<file path="src/rtl/alu8_pkg.sv">
package alu8_pkg;

    localparam int SR_W     = 8;
    localparam int SR_IDX_W = $clog2(SR_W);
    localparam int OP_W     = 5;

    // status bit positions (selected by index in FSET/FCLR)
    localparam int SR_C = 0;
    localparam int SR_Z = 1;
    localparam int SR_N = 2;
    localparam int SR_V = 3;
    localparam int SR_S = 4;
    localparam int SR_H = 5;
    localparam int SR_T = 6;
    localparam int SR_I = 7;

    localparam logic [SR_W-1:0] MASK_ZNVS  = SR_W'((1 << SR_Z) | (1 << SR_N) | (1 << SR_V) | (1 << SR_S));
    localparam logic [SR_W-1:0] MASK_ZCNVS = MASK_ZNVS | SR_W'(1 << SR_C);
    localparam logic [SR_W-1:0] MASK_FULL  = MASK_ZCNVS | SR_W'(1 << SR_H);

    typedef enum logic [OP_W-1:0] {
        OP_ADD  = 5'd0,  OP_ADC  = 5'd1,  OP_SUB  = 5'd2,  OP_SBC  = 5'd3,
        OP_CMP  = 5'd4,  OP_CPC  = 5'd5,  OP_AND  = 5'd6,  OP_OR   = 5'd7,
        OP_XOR  = 5'd8,  OP_COM  = 5'd9,  OP_NEG  = 5'd10, OP_INC  = 5'd11,
        OP_DEC  = 5'd12, OP_LSL  = 5'd13, OP_LSR  = 5'd14, OP_ROL  = 5'd15,
        OP_ROR  = 5'd16, OP_ASR  = 5'd17, OP_SWAP = 5'd18, OP_FSET = 5'd19,
        OP_FCLR = 5'd20
    } alu_op_e;

    typedef struct packed {
        logic [SR_W-1:0] val;
        logic [SR_W-1:0] mask;
    } sr_upd_t;

    // assemble arithmetic flag values, sign derived from N and V
    function automatic logic [SR_W-1:0] sr_pack(input logic c, input logic z,
                                                input logic n, input logic v,
                                                input logic h);
        logic [SR_W-1:0] f;
        f       = '0;
        f[SR_C] = c;
        f[SR_Z] = z;
        f[SR_N] = n;
        f[SR_V] = v;
        f[SR_S] = n ^ v;
        f[SR_H] = h;
        return f;
    endfunction

    function automatic logic [SR_W-1:0] sr_onehot(input logic [SR_IDX_W-1:0] idx);
        logic [SR_W-1:0] f;
        f      = '0;
        f[idx] = 1'b1;
        return f;
    endfunction

endpackage

</file>
<file path="src/rtl/alu8_addsub.sv">
module alu8_addsub
    import alu8_pkg::*;
#(
    parameter int DATA_W = 8
) (
    input  alu_op_e           op,
    input  logic [DATA_W-1:0] a,
    input  logic [DATA_W-1:0] b,
    input  logic              c_in,
    input  logic              z_in,
    output logic              hit,
    output logic              is_cmp,
    output logic [DATA_W-1:0] res,
    output sr_upd_t           upd
);
    localparam int HALF_W = DATA_W / 2;
    localparam int MSB    = DATA_W - 1;

    logic [DATA_W-1:0] x, y;
    logic              cin, sub, chain, narrow;
    logic [DATA_W:0]   full;
    logic [HALF_W:0]   half;
    logic              ovf, zero;

    always_comb begin
        hit    = 1'b1;
        is_cmp = 1'b0;
        x      = a;
        y      = b;
        cin    = 1'b0;
        sub    = 1'b0;
        chain  = 1'b0;
        narrow = 1'b0;
        case (op)
            OP_ADD: ;
            OP_ADC: cin = c_in;
            OP_SUB: sub = 1'b1;
            OP_SBC: begin sub = 1'b1; cin = c_in; chain = 1'b1; end
            OP_CMP: begin sub = 1'b1; is_cmp = 1'b1; end
            OP_CPC: begin sub = 1'b1; cin = c_in; chain = 1'b1; is_cmp = 1'b1; end
            OP_NEG: begin sub = 1'b1; x = '0; y = a; end
            OP_INC: begin y = DATA_W'(1); narrow = 1'b1; end
            OP_DEC: begin sub = 1'b1; y = DATA_W'(1); narrow = 1'b1; end
            default: hit = 1'b0;
        endcase
    end

    // bit DATA_W / HALF_W is the carry or the borrow out
    always_comb begin
        if (sub) begin
            full = {1'b0, x} - {1'b0, y} - {{DATA_W{1'b0}}, cin};
            half = {1'b0, x[HALF_W-1:0]} - {1'b0, y[HALF_W-1:0]} - {{HALF_W{1'b0}}, cin};
        end else begin
            full = {1'b0, x} + {1'b0, y} + {{DATA_W{1'b0}}, cin};
            half = {1'b0, x[HALF_W-1:0]} + {1'b0, y[HALF_W-1:0]} + {{HALF_W{1'b0}}, cin};
        end
    end

    assign res = full[DATA_W-1:0];

    always_comb begin
        if (sub)
            ovf = (x[MSB] != y[MSB]) && (res[MSB] != x[MSB]);
        else
            ovf = (x[MSB] == y[MSB]) && (res[MSB] != x[MSB]);
        zero = (res == '0);
        if (chain)
            zero = zero & z_in;
    end

    always_comb begin
        upd.val  = sr_pack(full[DATA_W], zero, res[MSB], ovf, half[HALF_W]);
        upd.mask = hit ? (narrow ? MASK_ZNVS : MASK_FULL) : '0;
    end

endmodule

</file>
<file path="src/rtl/alu8_bitops.sv">
module alu8_bitops
    import alu8_pkg::*;
#(
    parameter int DATA_W = 8
) (
    input  alu_op_e           op,
    input  logic [DATA_W-1:0] a,
    input  logic [DATA_W-1:0] b,
    input  logic              c_in,
    output logic              hit,
    output logic [DATA_W-1:0] res,
    output sr_upd_t           upd
);
    localparam int HALF_W = DATA_W / 2;
    localparam int MSB    = DATA_W - 1;

    logic            c_out, shifting;
    logic [SR_W-1:0] mask;
    logic            ovf;

    always_comb begin
        hit      = 1'b1;
        res      = a;
        c_out    = c_in;
        shifting = 1'b0;
        mask     = MASK_ZNVS;
        case (op)
            OP_AND:  res = a & b;
            OP_OR:   res = a | b;
            OP_XOR:  res = a ^ b;
            OP_COM:  begin res = ~a; c_out = 1'b1; mask = MASK_ZCNVS; end
            OP_LSL:  begin res = {a[MSB-1:0], 1'b0};  c_out = a[MSB]; shifting = 1'b1; mask = MASK_ZCNVS; end
            OP_LSR:  begin res = {1'b0, a[MSB:1]};    c_out = a[0];   shifting = 1'b1; mask = MASK_ZCNVS; end
            OP_ROL:  begin res = {a[MSB-1:0], c_in};  c_out = a[MSB]; shifting = 1'b1; mask = MASK_ZCNVS; end
            OP_ROR:  begin res = {c_in, a[MSB:1]};    c_out = a[0];   shifting = 1'b1; mask = MASK_ZCNVS; end
            OP_ASR:  begin res = {a[MSB], a[MSB:1]};  c_out = a[0];   shifting = 1'b1; mask = MASK_ZCNVS; end
            OP_SWAP: begin res = {a[HALF_W-1:0], a[DATA_W-1:HALF_W]}; mask = '0; end
            default: begin hit = 1'b0; mask = '0; end
        endcase
    end

    assign ovf = shifting ? (res[MSB] ^ c_out) : 1'b0;

    always_comb begin
        upd.val  = sr_pack(c_out, res == '0, res[MSB], ovf, 1'b0);
        upd.mask = mask;
    end

endmodule

</file>
<file path="src/rtl/alu8_sreg.sv">
module alu8_sreg
    import alu8_pkg::*;
(
    input  logic            clk,
    input  logic            rst,
    input  logic            load,
    input  sr_upd_t         upd,
    output logic [SR_W-1:0] q
);
    for (genvar i = 0; i < SR_W; i++) begin : g_bit
        logic bit_q;
        always_ff @(posedge clk) begin
            if (rst)
                bit_q <= 1'b0;
            else if (load && upd.mask[i])
                bit_q <= upd.val[i];
        end
        assign q[i] = bit_q;
    end

endmodule

</file>
<file path="src/rtl/alu8_flags_unit.sv">
module alu8_flags_unit
    import alu8_pkg::*;
#(
    parameter int DATA_W = 8
) (
    input  logic                clk,
    input  logic                rst,
    input  logic                issue,
    input  logic [OP_W-1:0]     opcode,
    input  logic [DATA_W-1:0]   opa,
    input  logic [DATA_W-1:0]   opb,
    input  logic [SR_IDX_W-1:0] flag_sel,
    output logic [DATA_W-1:0]   result,
    output logic                result_we,
    output logic [SR_W-1:0]     sreg
);
    alu_op_e           op;
    logic              as_hit, as_cmp, bo_hit;
    logic [DATA_W-1:0] as_res, bo_res;
    sr_upd_t           as_upd, bo_upd, fl_upd, sel_upd;

    assign op = alu_op_e'(opcode);

    alu8_addsub #(.DATA_W(DATA_W)) u_addsub (
        .op(op), .a(opa), .b(opb), .c_in(sreg[SR_C]), .z_in(sreg[SR_Z]),
        .hit(as_hit), .is_cmp(as_cmp), .res(as_res), .upd(as_upd)
    );

    alu8_bitops #(.DATA_W(DATA_W)) u_bitops (
        .op(op), .a(opa), .b(opb), .c_in(sreg[SR_C]),
        .hit(bo_hit), .res(bo_res), .upd(bo_upd)
    );

    // explicit single-bit set / clear
    always_comb begin
        fl_upd.mask = '0;
        fl_upd.val  = '0;
        if (op == OP_FSET) begin
            fl_upd.mask = sr_onehot(flag_sel);
            fl_upd.val  = '1;
        end else if (op == OP_FCLR) begin
            fl_upd.mask = sr_onehot(flag_sel);
        end
    end

    always_comb begin
        if (as_hit) begin
            sel_upd = as_upd;
            result  = as_res;
        end else if (bo_hit) begin
            sel_upd = bo_upd;
            result  = bo_res;
        end else begin
            sel_upd = fl_upd;
            result  = opa;
        end
    end

    assign result_we = (as_hit && !as_cmp) || bo_hit;

    alu8_sreg u_sreg (
        .clk(clk), .rst(rst), .load(issue), .upd(sel_upd), .q(sreg)
    );

endmodule

</file>
<file path="config.mk">
export PLATFORM = sky130hd
export DESIGN_NAME = alu8_flags_unit
export DESIGN_NICKNAME = d
export VERILOG_FILES = /design/src/rtl/alu8_pkg.sv /design/src/rtl/alu8_addsub.sv /design/src/rtl/alu8_bitops.sv /design/src/rtl/alu8_sreg.sv /design/src/rtl/alu8_flags_unit.sv
export SDC_FILE = /design/constraint.sdc
export NUM_CORES = 1
export LEC_CHECK = 0
export CELL_PAD_IN_SITES_DETAIL_PLACEMENT = 1
export CELL_PAD_IN_SITES_GLOBAL_PLACEMENT = 1
export CORE_ASPECT_RATIO = 1.75
export CORE_MARGIN = 5
export CORE_UTILIZATION = 42
export CTS_CLUSTER_DIAMETER = 60
export CTS_CLUSTER_SIZE = 14
export DETAILED_ROUTE_END_ITERATION = 8
export MAX_ROUTING_LAYER = met4
export PLACE_DENSITY = 0.92
export SYNTH_ARGS = -nofsm -noshare
export SYNTH_HDL_FRONTEND = slang
export SYNTH_SLANG_ARGS = --single-unit
</file>
<file path="constraint.sdc">
create_clock -name clk -period 8.55 [get_ports clk]
set_input_delay 1.71 -clock clk [delete_from_list [all_inputs] [get_ports clk]]
set_output_delay 1.71 -clock clk [all_outputs]
set_load 0.1 [all_outputs]
</file>
## After elaboration in Yosys (flattened, before gate mapping)

Index checks and enable logic that the tools add are counted.

| operators by class | value |
|---|---|
| $lt $le $gt $ge | 2 |
| bitwise gates (word level) | 8 |
| add/sub/neg operators | 8 |
| reduce and logical (&&, ||, !) cells | 29 |
| muxes and demuxes | 28 |
| eq/ne operators | 23 |

Operators by type and width:

| cell | count |
|---|---|
| 8-bit one-hot mux with 10 select lines | 1 |
| 8-bit 2-to-1 mux | 6 |
| 5-bit by 4-bit == test with 1-bit output, second input constant | 8 |
| 16-bit 2-to-1 mux | 2 |
| 5-bit == test, second input constant | 5 |
| 5-bit by 3-bit == test with 1-bit output, second input constant | 4 |
| 8-bit zero test | 2 |
| 8-bit one-hot mux with 2 select lines | 1 |
| 1-bit logical AND | 12 |
| 1-bit 2-to-1 mux | 12 |
| 6-bit OR reduction | 2 |
| 5-bit by 2-bit == test with 1-bit output, second input constant | 2 |
| 5-bit one-hot mux with 2 select lines | 1 |
| 10-bit OR reduction | 1 |
| 8-bit by 8-bit adder with 9-bit output | 1 |
| 9-bit by 1-bit adder with 9-bit output | 1 |
| 9-bit 2-to-1 mux | 1 |
| 3-bit OR reduction | 3 |
| 9-bit OR reduction | 1 |
| 8-bit by 8-bit subtractor with 9-bit output | 1 |
| 9-bit by 1-bit subtractor with 9-bit output | 1 |
| 8-bit AND | 1 |
| 8-bit NOT | 1 |
| 8-bit bitwise OR | 1 |
| 21 further kinds | 27 |

| word-level totals | value |
|---|---|
| bits of input ports | 27 |
| bits in registers | 8 |
| output and inout port bits | 17 |

## Longest topological paths before layout

| logic depth | value |
|---|---|
| depth after elaboration | 12 |
| depth in mapped cells | 16 |
| depth with buffers taken out | 15 |

## By module

Synthesis repeated with hierarchy kept, for this count alone.

| second synthesis, totals | value |
|---|---|
| cell total of the unflattened synthesis | 492 |
| area total of the unflattened synthesis | 3594.7 µm² |

Modules (own cells, without submodules):

| module | cells an instance | instances | area each (µm²) | seq. area each (µm²) |
|---|---|---|---|---|
| alu8_addsub | 184 | 1 | 1343.8 | 0.0 |
| alu8_bitops | 175 | 1 | 1252.5 | 0.0 |
| alu8_flags_unit | 90 | 1 | 591.8 | 0.0 |
| alu8_sreg | 43 | 1 | 406.6 | 160.2 |

## Least setup slack after synthesis

No wires, ideal clock.

| timing path | value |
|---|---|
| kind | input -> output |
| from | input port opcode[1] |
| to | output port result[5] |
| buffers on the path | 1 |
| stages | 13 |
| arrival time | 6.204 ns |
| data required time | 6.840 ns |
| setup slack | 0.636 ns |
| cell sequence | buf_2 -> and2b_1 -> nand3_1 -> o21ai_0 -> inv_1 -> ha_1 -> or2b_1 -> or4_4 -> nand2_1 -> o21ai_0 -> xor2_1 -> a21oi_1 -> o21ai_0 |

| between the ends | value |
|---|---|
| word-level cells in the longest chain between the ends | 7 |
| elaborated cells on any way between the ends | 38 |

Ends and longest elaborated chain:

| item | line | RTL |
|---|---|---|
| start, declared | alu8_flags_unit.sv:9 | `input logic [OP_W-1:0] opcode,` |
| 5-bit by 4-bit == test with 1-bit output | alu8_addsub.sv:34 | `case (op)` |
| 2-bit OR reduction (no source line) | n/a |  |
| 8-bit one-hot mux with 2 select lines | alu8_addsub.sv:34 |  |
| 8-bit by 8-bit adder with 9-bit output or 8-bit by 8-bit subtractor with 9-bit output (tied branches) | alu8_addsub.sv:54, alu8_addsub.sv:51 |  |
| 9-bit by 1-bit adder with 9-bit output or 9-bit by 1-bit subtractor with 9-bit output (tied branches) | alu8_addsub.sv:54, alu8_addsub.sv:51 |  |
| 9-bit 2-to-1 mux | alu8_addsub.sv:50 | `if (sub) begin` |
| 8-bit 2-to-1 mux * | alu8_flags_unit.sv:47 | `if (as_hit) begin` |
| end, declared | alu8_flags_unit.sv:13 | `output logic [DATA_W-1:0] result,` |

Every way passes the cells marked *; elsewhere a longest branch is shown, timed or not.

## Final worst setup path

| timing path | value |
|---|---|
| from | input port opcode[4] |
| to | output port result[7] |

The elaborated chain is that of the path after synthesis.

==> results_dict.tcl <==
set metrics [dict create \
    synth-seq-cells 8 \
    nNetsFinal 474 \
    end_kind "output port" \
    top_usage_layer "met2" \
    post_cts_buffers 0 \
    setup_tns_ns 0 \
    post_synth_inst_count 377 \
    top_register "u_sreg.g_bit.bit_q" \
    dpl.hpwl_um 8230 \
    antenna_cells 0 \
    setup_viol 0 \
    finalMaxSlewViolations 0 \
    final_common_cell "inv_1" \
    required_ns 6.84 \
    p_per_area_nw_per_um2 116 \
    total_leakage_power_uw 0.00132 \
    final_cell_mix "inv_1 (42), nand2_1 (40), clkdlybuf4s50_1 (36)" \
    fin_skew_ns 0.00707 \
    wl_per_cell_um 20.7 \
    ys_types 64 \
    grt.total_usage_pct 26.1 \
    post-route-period-util_pct 90.4 \
    slew-limit-headroom_pct 21.5 \
    synthesis.nets 443 \
    ys_async_sr_fraction_pct 0 \
    use_met2_pct 49.1 \
    crit_type "in -> out" \
    first_pass_iters 6 \
    die_w_um 69.9 \
    syn-mean-instance-area_um2 6.99 \
    insertion_delay_ns 0.24 \
    status "finished clean" \
    die_y_um 115 \
    cp_max_fo 16 \
    mappedNetlistArea_um2 2640 \
    fin_area_um2 3110 \
    clkTransAtPathRegs_ns 0.05 \
    critPathArrivalTime_ns 6.02 \
    synth_edf_count 0 \
    drt-total-wl_um 10100 \
    finalHoldViolations 0 \
    gp_congestion 0.981 \
    hold_class "reg -> reg" \
    cts_buffers 3 \
    num_vias 3081 \
    cts_max_level 1 \
    detail-route-antenna-nets 0 \
    p_total_uw 362 \
    grt_max_degree 20 \
    met1_usage_pct 25.7 \
    ioPinCount 44 \
    reg_top3 "u_sreg.g_bit.bit_q (8)" \
    final_layout_size_suffix_gt1_share_pct 7.14 \
    final_util_pct 50.4 \
    pre_cts_slack_ns 0.843 \
    port_buffers 43 \
    largest_reg_flops 8 \
    cts_root_buffer "clkbuf_8" \
    rsz0062_at_grt "false" \
    clkSinkCount 8 \
    core-area_um2 6180 \
    period_minus_slack_ns 7.73 \
    yosys_warnings 0 \
    start_util_pct 42.7 \
    max-cap-violations 0 \
    use_met3_pct 2.45 \
    clk_path_buf_depth 2 \
    route.detailed.drc 0 \
    ys_seq_area_share_pct 6.07 \
    cts_tree "done" \
    cts_hold_buf 0 \
    fmax_ghz 0.129 \
    area_growth_pct 18.1 \
    overflow 0 \
    grt_pass1_wl_um 16500 \
    dpl_cell_area_um2 3070 \
    num_rows 38 \
    first_iter_violations 294 \
    grt_pass1_vias 3339 \
    post-route-worst-setup-slack_ns 0.819 \
    antenna_found_initial 0 \
    synth_ff_type "dfxtp_1" \
    vias_per_cell 6.34 \
    crit_path_start_kind "input pin" \
    ir_drop_mv 0.0829 \
    die_area_um2 8020 \
    tightest_slew_ns 1.18 \
    cts_resized 0 \
]
[synth_stat cells, drive strengths merged, types with 2 or more instances]
library cell	number	share of area [%]
a211oi	5	1.6
a21boi	2	0.57
a21o	4	1.1
a21oi	25	4.7
a221oi	3	1.0
a222oi	5	1.9
a22o	2	0.66
a22oi	7	2.0
a311oi	5	1.9
a32oi	3	1.0
and2	2	0.47
buf	19	4.7
clkbuf	5	0.71
dfxtp	8	6.1
fa	4	3.0
ha	35	17
inv	42	6.0
mux2i	6	2.3
nand2	40	5.7
nand2b	8	2.2
nand3	4	0.76
nand3b	3	0.85
nand4	5	1.2
nor2	21	3.0
nor2b	5	1.2
nor3	10	2.3
nor3b	3	0.85
nor4	5	1.2
o2111ai	2	0.66
o211ai	7	2.0
o21ai	29	5.5
o21bai	2	0.57
o22ai	3	0.71
o31ai	5	1.4
or3	8	1.9
or3b	3	1.0
xnor2	9	3.0
xor2	3	1.0
[critical path: stages]
cell             delay (ns)
clkdlybuf4s50_1        0.70
nor2_1                 0.26
nand3_1                0.41
o21ai_0                0.73
inv_1                  0.11
ha_1                   0.22
or2b_1                 0.23
or4_4                  0.43
a311oi_2               0.25
mux2i_1                0.27
a21o_1                 0.18
a21oi_1                0.11
o31ai_1                0.16
buf_12                 0.23
[through the flow]
stage	instances	hold slack, ns
after floorplan	377	0.454
after global placement	483	0.473
after detailed placement	483	0.485
after CTS	486	0.492
after global routing	486	0.526
final	486	0.495
[path summary, 6_finish.rpt]
path                                       startpoint                    end  slack, ns  depth (start not counted)
worst max-delay path                        opcode[4]              result[7]       0.82                         14
worst min-delay path            u_sreg.g_bit[6].bit_q  u_sreg.g_bit[6].bit_q       0.49                          2
worst max register to register  u_sreg.g_bit[0].bit_q  u_sreg.g_bit[3].bit_q       5.15                         13
worst min register to register  u_sreg.g_bit[6].bit_q  u_sreg.g_bit[6].bit_q       0.49                          2
[cell type report]
| type | count | area (um^2) |
|---|---|---|
| multi-input combinational | 303 | 2180 |
| clock buffer | 3 | 41.3 |
| timing repair buffer | 50 | 478 |
| sequential | 8 | 160 |
| tap | 80 | 100 |
| inverter | 42 | 158 |
| fill | 821 | 3070 |
[report_power, final]
part	switching [uW]	total (uW)	internal (uW)
sequential	1.94	41.6	39.6
clock	16.8	47.5	30.7
combinational	183	273	89.5
total	202	362	160
[cell families after synthesis]
family	share of synthesized area, %
and+or+nand+nor	24.4
adders and majority gates	19.6
muxes	2.28
DFF	6.07
buffers and inverters	11.4
AOI/OAI and AO/OA	32.2
xor gates and xnor gates	3.99
[metal layers]
metal / up-vias / share of wire [%] / routed length [um]
met5: - / 0 / 0
met1: 1465 / 36 / 3610
li1: 1433 / - / -
met4: 0 / 6.2 / 626
met3: 54 / 3.9 / 394
met2: 129 / 54 / 5420
Power figures use the tool's default switching activity.
